**config.mk**
```make
export PLATFORM = sky130hd
export DESIGN_NAME = pwm_frame_gen
export DESIGN_NICKNAME = d
export VERILOG_FILES = /design/src/rtl/pwmf_pkg.sv /design/src/rtl/pwmf_timebase.sv /design/src/rtl/pwmf_channel.sv /design/src/rtl/pwmf_clkdiv.sv /design/src/rtl/pwm_frame_gen.sv
export SDC_FILE = /design/constraint.sdc
export NUM_CORES = 1
export LEC_CHECK = 0
export ABC_AREA = 1
export BUFFER_PORTS_ARGS = -buffer_cell sky130_fd_sc_hd__buf_2
export CORE_MARGIN = 2
export CORE_UTILIZATION = 58
export DETAILED_ROUTE_END_ITERATION = 8
export PLACE_DENSITY = 0.85
export SYNTH_ARGS = -nofsm -noshare
export SYNTH_HDL_FRONTEND = slang
export SYNTH_HIERARCHICAL = 1
export SYNTH_SLANG_ARGS = --single-unit
export TNS_END_PERCENT = 1
```
**constraint.sdc**
```tcl
create_clock -name clk -period 2.93 [get_ports clk]
set_clock_uncertainty 0.15 [all_clocks]
set_input_delay 0.1465 -clock clk [delete_from_list [all_inputs] [get_ports clk]]
set_output_delay 0.1465 -clock clk [all_outputs]
set_load 0.01 [all_outputs]
```
**src/rtl/pwmf_pkg.sv**
```systemverilog
package pwmf_pkg;
  localparam int CHANNELS = 3;
  localparam int SLOT_W   = 6;
  localparam int CODE_W   = 4;
  localparam int PRE_W    = 5;
  localparam int DIV_W    = 3;
  localparam int LAST_LINEAR_CODE = 10;
  localparam int BASE_SLOT_CYCLES = 24;
  localparam int STEP_SLOT_CYCLES = 2;
  localparam int ALIAS_SLOT_CYCLES = 14;

  typedef enum logic [1:0] {
    CLKM_OFF  = 2'b00,
    CLKM_DIV2 = 2'b01,
    CLKM_DIV8 = 2'b10,
    CLKM_OFF2 = 2'b11
  } clk_mode_e;

  // Cycles per slot (frame length / 64) for a frame code.
  function automatic logic [PRE_W-1:0] slot_cycles(input logic [CODE_W-1:0] code);
    int c;
    c = int'(code);
    if (c <= LAST_LINEAR_CODE)
      return PRE_W'(BASE_SLOT_CYCLES - STEP_SLOT_CYCLES * c);
    return PRE_W'(ALIAS_SLOT_CYCLES);
  endfunction
endpackage

```
**src/rtl/pwmf_timebase.sv**
```systemverilog
module pwmf_timebase
  import pwmf_pkg::*;
#(
  parameter int TB_SLOT_W = SLOT_W,
  parameter int TB_PRE_W  = PRE_W,
  parameter int TB_CODE_W = CODE_W
) (
  input  logic                 clk,
  input  logic                 rst_n,
  input  logic [TB_CODE_W-1:0] frame_sel_i,
  output logic [TB_SLOT_W-1:0] slot_o,
  output logic                 load_o,
  output logic                 run_o
);
  localparam logic [TB_SLOT_W-1:0] LAST_SLOT = '1;

  logic [TB_PRE_W-1:0]  presc_q, presc_d;
  logic [TB_PRE_W-1:0]  plen_q, plen_d;
  logic [TB_SLOT_W-1:0] slot_q, slot_d;
  logic                 run_q, run_d;
  logic                 slot_end, frame_end, load;

  always_comb begin
    slot_end  = (presc_q == (plen_q - TB_PRE_W'(1)));
    frame_end = run_q && slot_end && (slot_q == LAST_SLOT);
    load      = !run_q || frame_end;

    presc_d = presc_q;
    slot_d  = slot_q;
    plen_d  = plen_q;
    run_d   = run_q;
    if (load) begin
      presc_d = '0;
      slot_d  = '0;
      plen_d  = TB_PRE_W'(slot_cycles(frame_sel_i));
      run_d   = 1'b1;
    end else if (slot_end) begin
      presc_d = '0;
      slot_d  = slot_q + TB_SLOT_W'(1);
    end else begin
      presc_d = presc_q + TB_PRE_W'(1);
    end
  end

  always_ff @(posedge clk or negedge rst_n) begin
    if (!rst_n) begin
      presc_q <= '0;
      slot_q  <= '0;
      plen_q  <= '0;
      run_q   <= 1'b0;
    end else begin
      presc_q <= presc_d;
      slot_q  <= slot_d;
      plen_q  <= plen_d;
      run_q   <= run_d;
    end
  end

  assign slot_o = slot_q;
  assign load_o = load;
  assign run_o  = run_q;
endmodule

```
**src/rtl/pwmf_channel.sv**
```systemverilog
module pwmf_channel
  import pwmf_pkg::*;
#(
  parameter int CH_SLOT_W = SLOT_W
) (
  input  logic                 clk,
  input  logic                 rst_n,
  input  logic                 load_i,
  input  logic                 run_i,
  input  logic [CH_SLOT_W-1:0] slot_i,
  input  logic [CH_SLOT_W-1:0] duty_i,
  output logic                 pwm_o
);
  logic [CH_SLOT_W-1:0] duty_q, duty_d;

  always_comb begin
    duty_d = duty_q;
    if (load_i) duty_d = duty_i;
  end

  always_ff @(posedge clk or negedge rst_n) begin
    if (!rst_n) duty_q <= '0;
    else        duty_q <= duty_d;
  end

  assign pwm_o = run_i && (slot_i <= duty_q);
endmodule

```
**src/rtl/pwmf_clkdiv.sv**
```systemverilog
module pwmf_clkdiv
  import pwmf_pkg::*;
#(
  parameter int CD_DIV_W = DIV_W
) (
  input  logic       clk,
  input  logic       rst_n,
  input  logic [1:0] mode_i,
  output logic       clk_o
);
  logic [CD_DIV_W-1:0] cnt_q, cnt_d;

  always_comb cnt_d = cnt_q + CD_DIV_W'(1);

  always_ff @(posedge clk or negedge rst_n) begin
    if (!rst_n) cnt_q <= '0;
    else        cnt_q <= cnt_d;
  end

  always_comb begin
    case (clk_mode_e'(mode_i))
      CLKM_DIV2: clk_o = cnt_q[0];
      CLKM_DIV8: clk_o = cnt_q[CD_DIV_W-1];
      default:   clk_o = 1'b0;
    endcase
  end
endmodule

```
**src/rtl/pwm_frame_gen.sv**
```systemverilog
module pwm_frame_gen
  import pwmf_pkg::*;
(
  input  logic              clk,
  input  logic              rst_n,
  input  logic              inhibit_n,
  input  logic [SLOT_W-1:0] duty_a,
  input  logic [SLOT_W-1:0] duty_b,
  input  logic [SLOT_W-1:0] duty_c,
  input  logic [CODE_W-1:0] frame_sel,
  input  logic [1:0]        clk_mode,
  output logic [CHANNELS-1:0] pwm_out,
  output logic              clk_out
);
  logic [SLOT_W-1:0]   frame_slot;
  logic                frame_load;
  logic                frame_run;
  logic [CHANNELS-1:0] chan_raw;
  logic                div_clk;
  logic [SLOT_W-1:0]   duty_arr [CHANNELS];

  assign duty_arr[0] = duty_a;
  assign duty_arr[1] = duty_b;
  assign duty_arr[2] = duty_c;

  pwmf_timebase #(.TB_SLOT_W(SLOT_W), .TB_PRE_W(PRE_W), .TB_CODE_W(CODE_W)) u_timebase (
    .clk         (clk),
    .rst_n       (rst_n),
    .frame_sel_i (frame_sel),
    .slot_o      (frame_slot),
    .load_o      (frame_load),
    .run_o       (frame_run)
  );

  for (genvar gi = 0; gi < CHANNELS; gi++) begin : g_chan
    pwmf_channel #(.CH_SLOT_W(SLOT_W)) u_chan (
      .clk    (clk),
      .rst_n  (rst_n),
      .load_i (frame_load),
      .run_i  (frame_run),
      .slot_i (frame_slot),
      .duty_i (duty_arr[gi]),
      .pwm_o  (chan_raw[gi])
    );
  end

  pwmf_clkdiv #(.CD_DIV_W(DIV_W)) u_clkdiv (
    .clk    (clk),
    .rst_n  (rst_n),
    .mode_i (clk_mode),
    .clk_o  (div_clk)
  );

  assign pwm_out = chan_raw & {CHANNELS{inhibit_n}};
  assign clk_out = div_clk & inhibit_n;
endmodule

```
Word-level counts from Yosys, hierarchy flattened
Cells that the tools add are included.

word-level totals
  register bits after elaboration = 38
  word-level logic and storage cells = 40
  output and inout bits = 4
  input port bits = 27

operators by class
  reduce and logical (&&, ||, !) cells = 8
  order comparisons = 4
  equal/unequal tests = 4
  bitwise logic cells = 2
  mux-type cells = 9
  $add $sub $neg = 5

operators with widths
  operator                                                count
  2-to-1 mux 5 bit                                        4
  less-or-equal comparator 6 bit                          3
  2-to-1 mux 6 bit                                        2
  adder 6 x 1 -> 6 bit (second input constant)            1
  == test 6 bit (second input constant)                   1
  adder 5 x 1 -> 5 bit (second input constant)            1
  == test 5 bit                                           1
  logical AND 1 bit                                       5
  subtractor 5 x 1 -> 5 bit (second input constant)       1
  subtractor 5 bit (first input constant)                 1
  less-or-equal comparator 4 bit (second input constant)  1
  adder 3 x 1 -> 3 bit (second input constant)            1
  bitwise AND 3 bit                                       1
  == test 2 x 1 -> 1 bit (second input constant)          1
  == test 2 bit (second input constant)                   1
  2-to-1 mux 1 bit                                        2
  case mux 1 bit (2 select lines)                         1
  nonzero test 2 bit                                      1
  bitwise AND 1 bit                                       1
  zero test 1 bit                                         1
  logical OR 1 bit                                        1

Depth between registers and ports, before layout
  depth after elaboration = 7
  depth in mapped cells = 12
  gate-level depth less buffers = 11

Cells and area by module
The synthesis kept the hierarchy.

by module, submodules not included
  module         sequential area each (um^2)  instances  area each (um^2)  cells each
  pwmf_channel   150.1                        3          401.6             48
  pwmf_timebase  400.4                        1          998.5             127
  pwmf_clkdiv    75.1                         1          148.9             13
  pwm_frame_gen  0.0                          1          30.0              8

Worst setup path after synthesis
OpenSTA, ideal clock, no wires.

  path kind = register -> register
  from = reg u_timebase.plen_q[1]
  to = reg g_chan[0].u_chan.duty_q[0]
  cell stages (with the launch flop) = 11
  period minus slack after synthesis = 2.032 ns
  library setup time = 0.125 ns
  path buffers = 0
  slack = 0.898 ns
  arrival = 1.757 ns
  required time = 2.655 ns
  path through = dfrtp_1 inv_1 ha_1 nand2_1 inv_1 nor2_1 nand2_1 nor2_4 nand2_4 o21bai_4 mux2_2

between the ends
  longest elaborated chain between the ends = 5

RTL lines
  item                             RTL line             RTL
  start: declaration               pwmf_timebase.sv:18  logic [TB_PRE_W-1:0] plen_q, plen_d;
  start signal: assignment         pwmf_timebase.sv:54  plen_q <= plen_d;
  subtractor 5 x 1 -> 5 bit        pwmf_timebase.sv:24  slot_end = (presc_q == (plen_q - TB_PRE_W'(1)));
  == test 5 bit                    pwmf_timebase.sv:24
  logical AND 1 bit (2 in series)  pwmf_timebase.sv:25  frame_end = run_q && slot_end && (slot_q == LAST_SLOT);
  logical OR 1 bit                 pwmf_timebase.sv:26  load = !run_q || frame_end;
  named net frame_load             pwm_frame_gen.sv:16  logic frame_load;
  end signal: assignment           pwmf_channel.sv:23   else duty_q <= duty_d;
  end: declaration                 pwmf_channel.sv:14   logic [CH_SLOT_W-1:0] duty_q, duty_d;

The timed path passes the listed nets, and every way through them passes these cells.
A chain may end at the register's enable or synchronous reset.

Worst setup path after layout
  from = reg u_timebase.plen_q[1]
  to = reg g_chan[0].u_chan.duty_q[3]

The elaborated chain is that of the path after synthesis.

==> key figures <==
Outcome
  – Status: finished clean

Routing
  – DR WL met3: 258 um
  – Via count: 2,008
  – DRT iter0 DRCs: 131
  – Uppermost layer routed: met4
  – DR DRC count: 0
  – Drt wl/cell: 12.7 um
  – Antenna Nets Post-Route: 0
  – Final wirelength: 5060 um
  – First-pass DRT Iterations: 4
  – Wire length on met1: 2170 um
  – WL met2: 2520 um
  – Via density: 5.05

Clock tree
  – CTS resizes: 0
  – H-tree depth: 2
  – CTS tree: done
  – Root buffer cell: clkbuf_8
  – CTS Sinks: 37
  – Clk buf depth: 2
  – Clk_lat worst skew: 0.30 ns
  – Num CTS Buffers: 5
  – Clock slew at reported path FFs: 0.08 ns

Pwr
  – Sw frac: 26.9%
  – Maximum VDD drop: 0.375 mV
  – Comb pwr share: 18.0%
  – Clk pwr share: 36.9%
  – Power Density: 432 mW/mm^2
  – Net switching power of the design: 0.000338 W
  – Internal power: 0.000919 W
  – Leak Pwr: 1.65 nW
  – Sequential power share: 45.1%

Yosys
  – Distinct cells, synth: 23
  – Syn Inst Count: 292
  – Syn Nets: 345
  – Area fraction of the dominant cell type after synthesis: 38.9%
  – Post-Syn Area: 0.00238 sq mm
  – Synth top area cells: dfrtp_1 39%, ha_1 14%, nand2_1 11%, inv_1 9.3%, o21ai_0 3.8%
  – Syn Area/Cell: 8.16 sq um
  – Sequential share of the synthesized area: 38.9%
  – Yosys Warn Count: 6
  – Post-synth top area cell: dfrtp_1
  – Register bit total from synthesis: 37

Finish
  – Utilization after layout: 73.3%
  – Ant diodes: 0
  – Share of layout cells above drive strength 1: 19.5%
  – Area grow syn2layout: 22.2%
  – Final instance area: 0.00291 sq mm
  – Finished Layout Cells: 398
  – Area taken by multi-input logic gates: 0.00122 sq mm
  – # nets final: 400
  – Flip-flop and latch area: 926 sq um
  – Number of fillers in the final layout: 285

Place
  – Inst Count DP: 370
  – Dpl hpwl: 3250 um
  – Port bufs: 30
  – Placed cell area: 0.00259 sq mm
  – Gpl congestion: 0.850

Global routing
  – Initial antenna violation count: 0
  – Vias in the first global route: 1,958
  – Grt ovf: 0
  – First-pass GRT wire length: 8480 um
  – Largest net degree at the start of global routing: 38
  – GRT Resource Usage Total: 24.9%

Floorplan
  – DIE AREA: 0.00464 sq mm
  – Row count: 23
  – Core ar.: 0.00397 sq mm
  – I/O pin cnt: 31
  – Chip Width: 68.1 um
  – Initial Util: 60.0%
  – Die Ht: 68.1 um

Job
  – Max Cap Viol: 0

Setup path
  – CP Max Fanout: 18
  – Req. time, crit path: 2.95 ns
  – Worst R2R End: g_chan[0].u_chan/duty_q[3]
  – WS Path Type: reg2reg
  – Reg2reg path depth: 11
  – Worst Setup Start Kind: register
  – Reg-to-Reg Start: u_timebase/plen_q[1]
  – Reg2Reg Setup Slack: 0.68 ns
  – CP Capture Type: register
  – Worst EP arrival: 2.26 ns

STA
  – Fmax: 445 MHz
  – Setup TNS: 0 ns
  – Fin crit share: 76.6%
  – RSZ-0062 raised after global routing: false
  – Slew @ Worst Pin: 0.811 ns
  – Worst slew margin: 46.0%
  – Final Hold Vio Count: 0
  – # setup viols final: 0
  – Slew Viols, Final: 0
  – Min Tclk post-route: 2.25 ns

Worst hold path
  – Hold WC Path Type: in2reg
  – Worst hold stages: 4
  – Hold_sp: frame_sel[2]
  – Hold path endpoint: u_timebase/plen_q[4]
[logic make-up after synthesis]
kind of cell    count (synthesis)  share of synthesized area (%)
fa+ha+maj                      26                           13.7
compound gates                 28                           7.20
xor+xnor                        9                           3.31
mux                             3                           1.42
flops                          37                           38.9
other cells                     1                          0.157
buf+inv                        63                           10.1
simple gates                  125                           25.3
[power groups by stage]
| stage | Combinational (W) | Clock, W | Sequential (W) |
|---|---|---|---|
| 2_1_floorplan | 0.000145 | 0 | 0.000568 |
| 3_3_place_gp | 0.000191 | 0 | 0.000575 |
| 3_5_place_dp | 0.000201 | 0 | 0.000577 |
| 4_1_cts | 0.000224 | 0.000473 | 0.000567 |
| 5_1_grt | 0.000259 | 0.000488 | 0.000571 |
| 6_report | 0.000226 | 0.000464 | 0.000567 |
[worst max path at each step]
stage,start,slack (ns),to,cells after the start
floorplan,u_timebase/plen_q[1],0.90,g_chan[0].u_chan/duty_q[0],10
global placement,u_timebase/plen_q[1],0.81,g_chan[1].u_chan/duty_q[0],10
detailed placement,u_timebase/plen_q[1],0.70,g_chan[0].u_chan/duty_q[4],11
CTS,u_timebase/plen_q[1],0.69,g_chan[0].u_chan/duty_q[4],11
global route,u_timebase/plen_q[1],0.50,g_chan[0].u_chan/duty_q[3],12
finish,u_timebase/plen_q[1],0.68,g_chan[0].u_chan/duty_q[3],11
[worst max-delay path: stages (launching register included)]
cell      delay [ns]
dfrtp_1         0.39
inv_1           0.08
ha_1            0.30
nand2_1         0.07
inv_1           0.04
nor2_1          0.08
nand2_1         0.09
nor2_4          0.15
nand2_4         0.11
o21bai_4        0.27
buf_4           0.26
o21ai_0         0.13
[state kept, by name, indices dropped and copies added, names as in the netlist]
register / count
u_clkdiv/cnt_q: 3
u_timebase/run_o: 1
u_timebase/presc_q: 5
g_chan.u_chan/duty_q: 18
u_timebase/plen_q: 4
u_timebase/slot_o: 6
[per-layer routing]
metal | vias to the layer above | GRT usage [%]
li1 | 1012 | -
met1 | 925 | 30.2
met2 | 57 | 42.7
met3 | 14 | 5.76
met4 | 0 | 9.50
met5 | - | 0
[area by class of cell]
| type | instances | area share [%] |
|---|---|---|
| multi-input combinational | 192 | 41.8 |
| sequential | 37 | 31.8 |
| timing repair buffer | 52 | 12.5 |
| inverter | 59 | 7.61 |
| clock buffer | 6 | 2.84 |
| tap | 50 | 2.15 |
| clock inverter | 2 | 1.29 |
[per-stage QoR]
| stage | setup slack [ns] | hold WS [ns] | power (W) |
|---|---|---|---|
| 3_5_place_dp | 0.699 | 0.131 | 0.000778 |
| 4_1_cts | 0.690 | 0.0115 | 0.00126 |
| 2_1_floorplan | 0.898 | -0.299 | 0.000713 |
| 6_report | 0.685 | 0.0231 | 0.00126 |
| 5_1_grt | 0.502 | 0.0516 | 0.00132 |
| 3_3_place_gp | 0.808 | 0.131 | 0.000766 |
[Yosys cell counts (all sizes together)]
cell	n
buf	3
o21bai	2
conb	1
nand4	5
ha	26
xor2	7
nor2	20
mux2	3
xnor2	2
nand3	20
inv	59
a21oi	8
clkbuf	1
o21ai	18
nand3b	1
nand2	79
dfrtp	37
[cell usage in the layout, fill, tap and decap left out]
cell and n:
nand2_1 67, inv_1 59, dfrtp_1 37, buf_2 30
ha_1 26, dlygate4sd3_1 20, o21ai_0 18, nand3_1 17
nor2_1 16, nand2_2 11, xor2_1 7, clkbuf_8 6
nand4_1 5, nor2_4 4, a21oi_1 4, a21oi_2 4
nand3_2 3, mux2_2 3, buf_4 2, xnor2_1 2
bufinv_16 1, clkinvlp_4 1, nand3b_4 1, nand2_4 1
o21bai_4 1, o21bai_1 1, conb_1 1
[repair_timing]
action,CTS,global route
endpoints found under the hold margin,56,0
buffers inserted,0,0
endpoints found under the setup margin,0,0
hold buffers,20,0
Note: power is estimated with default switching activity, not from simulation.
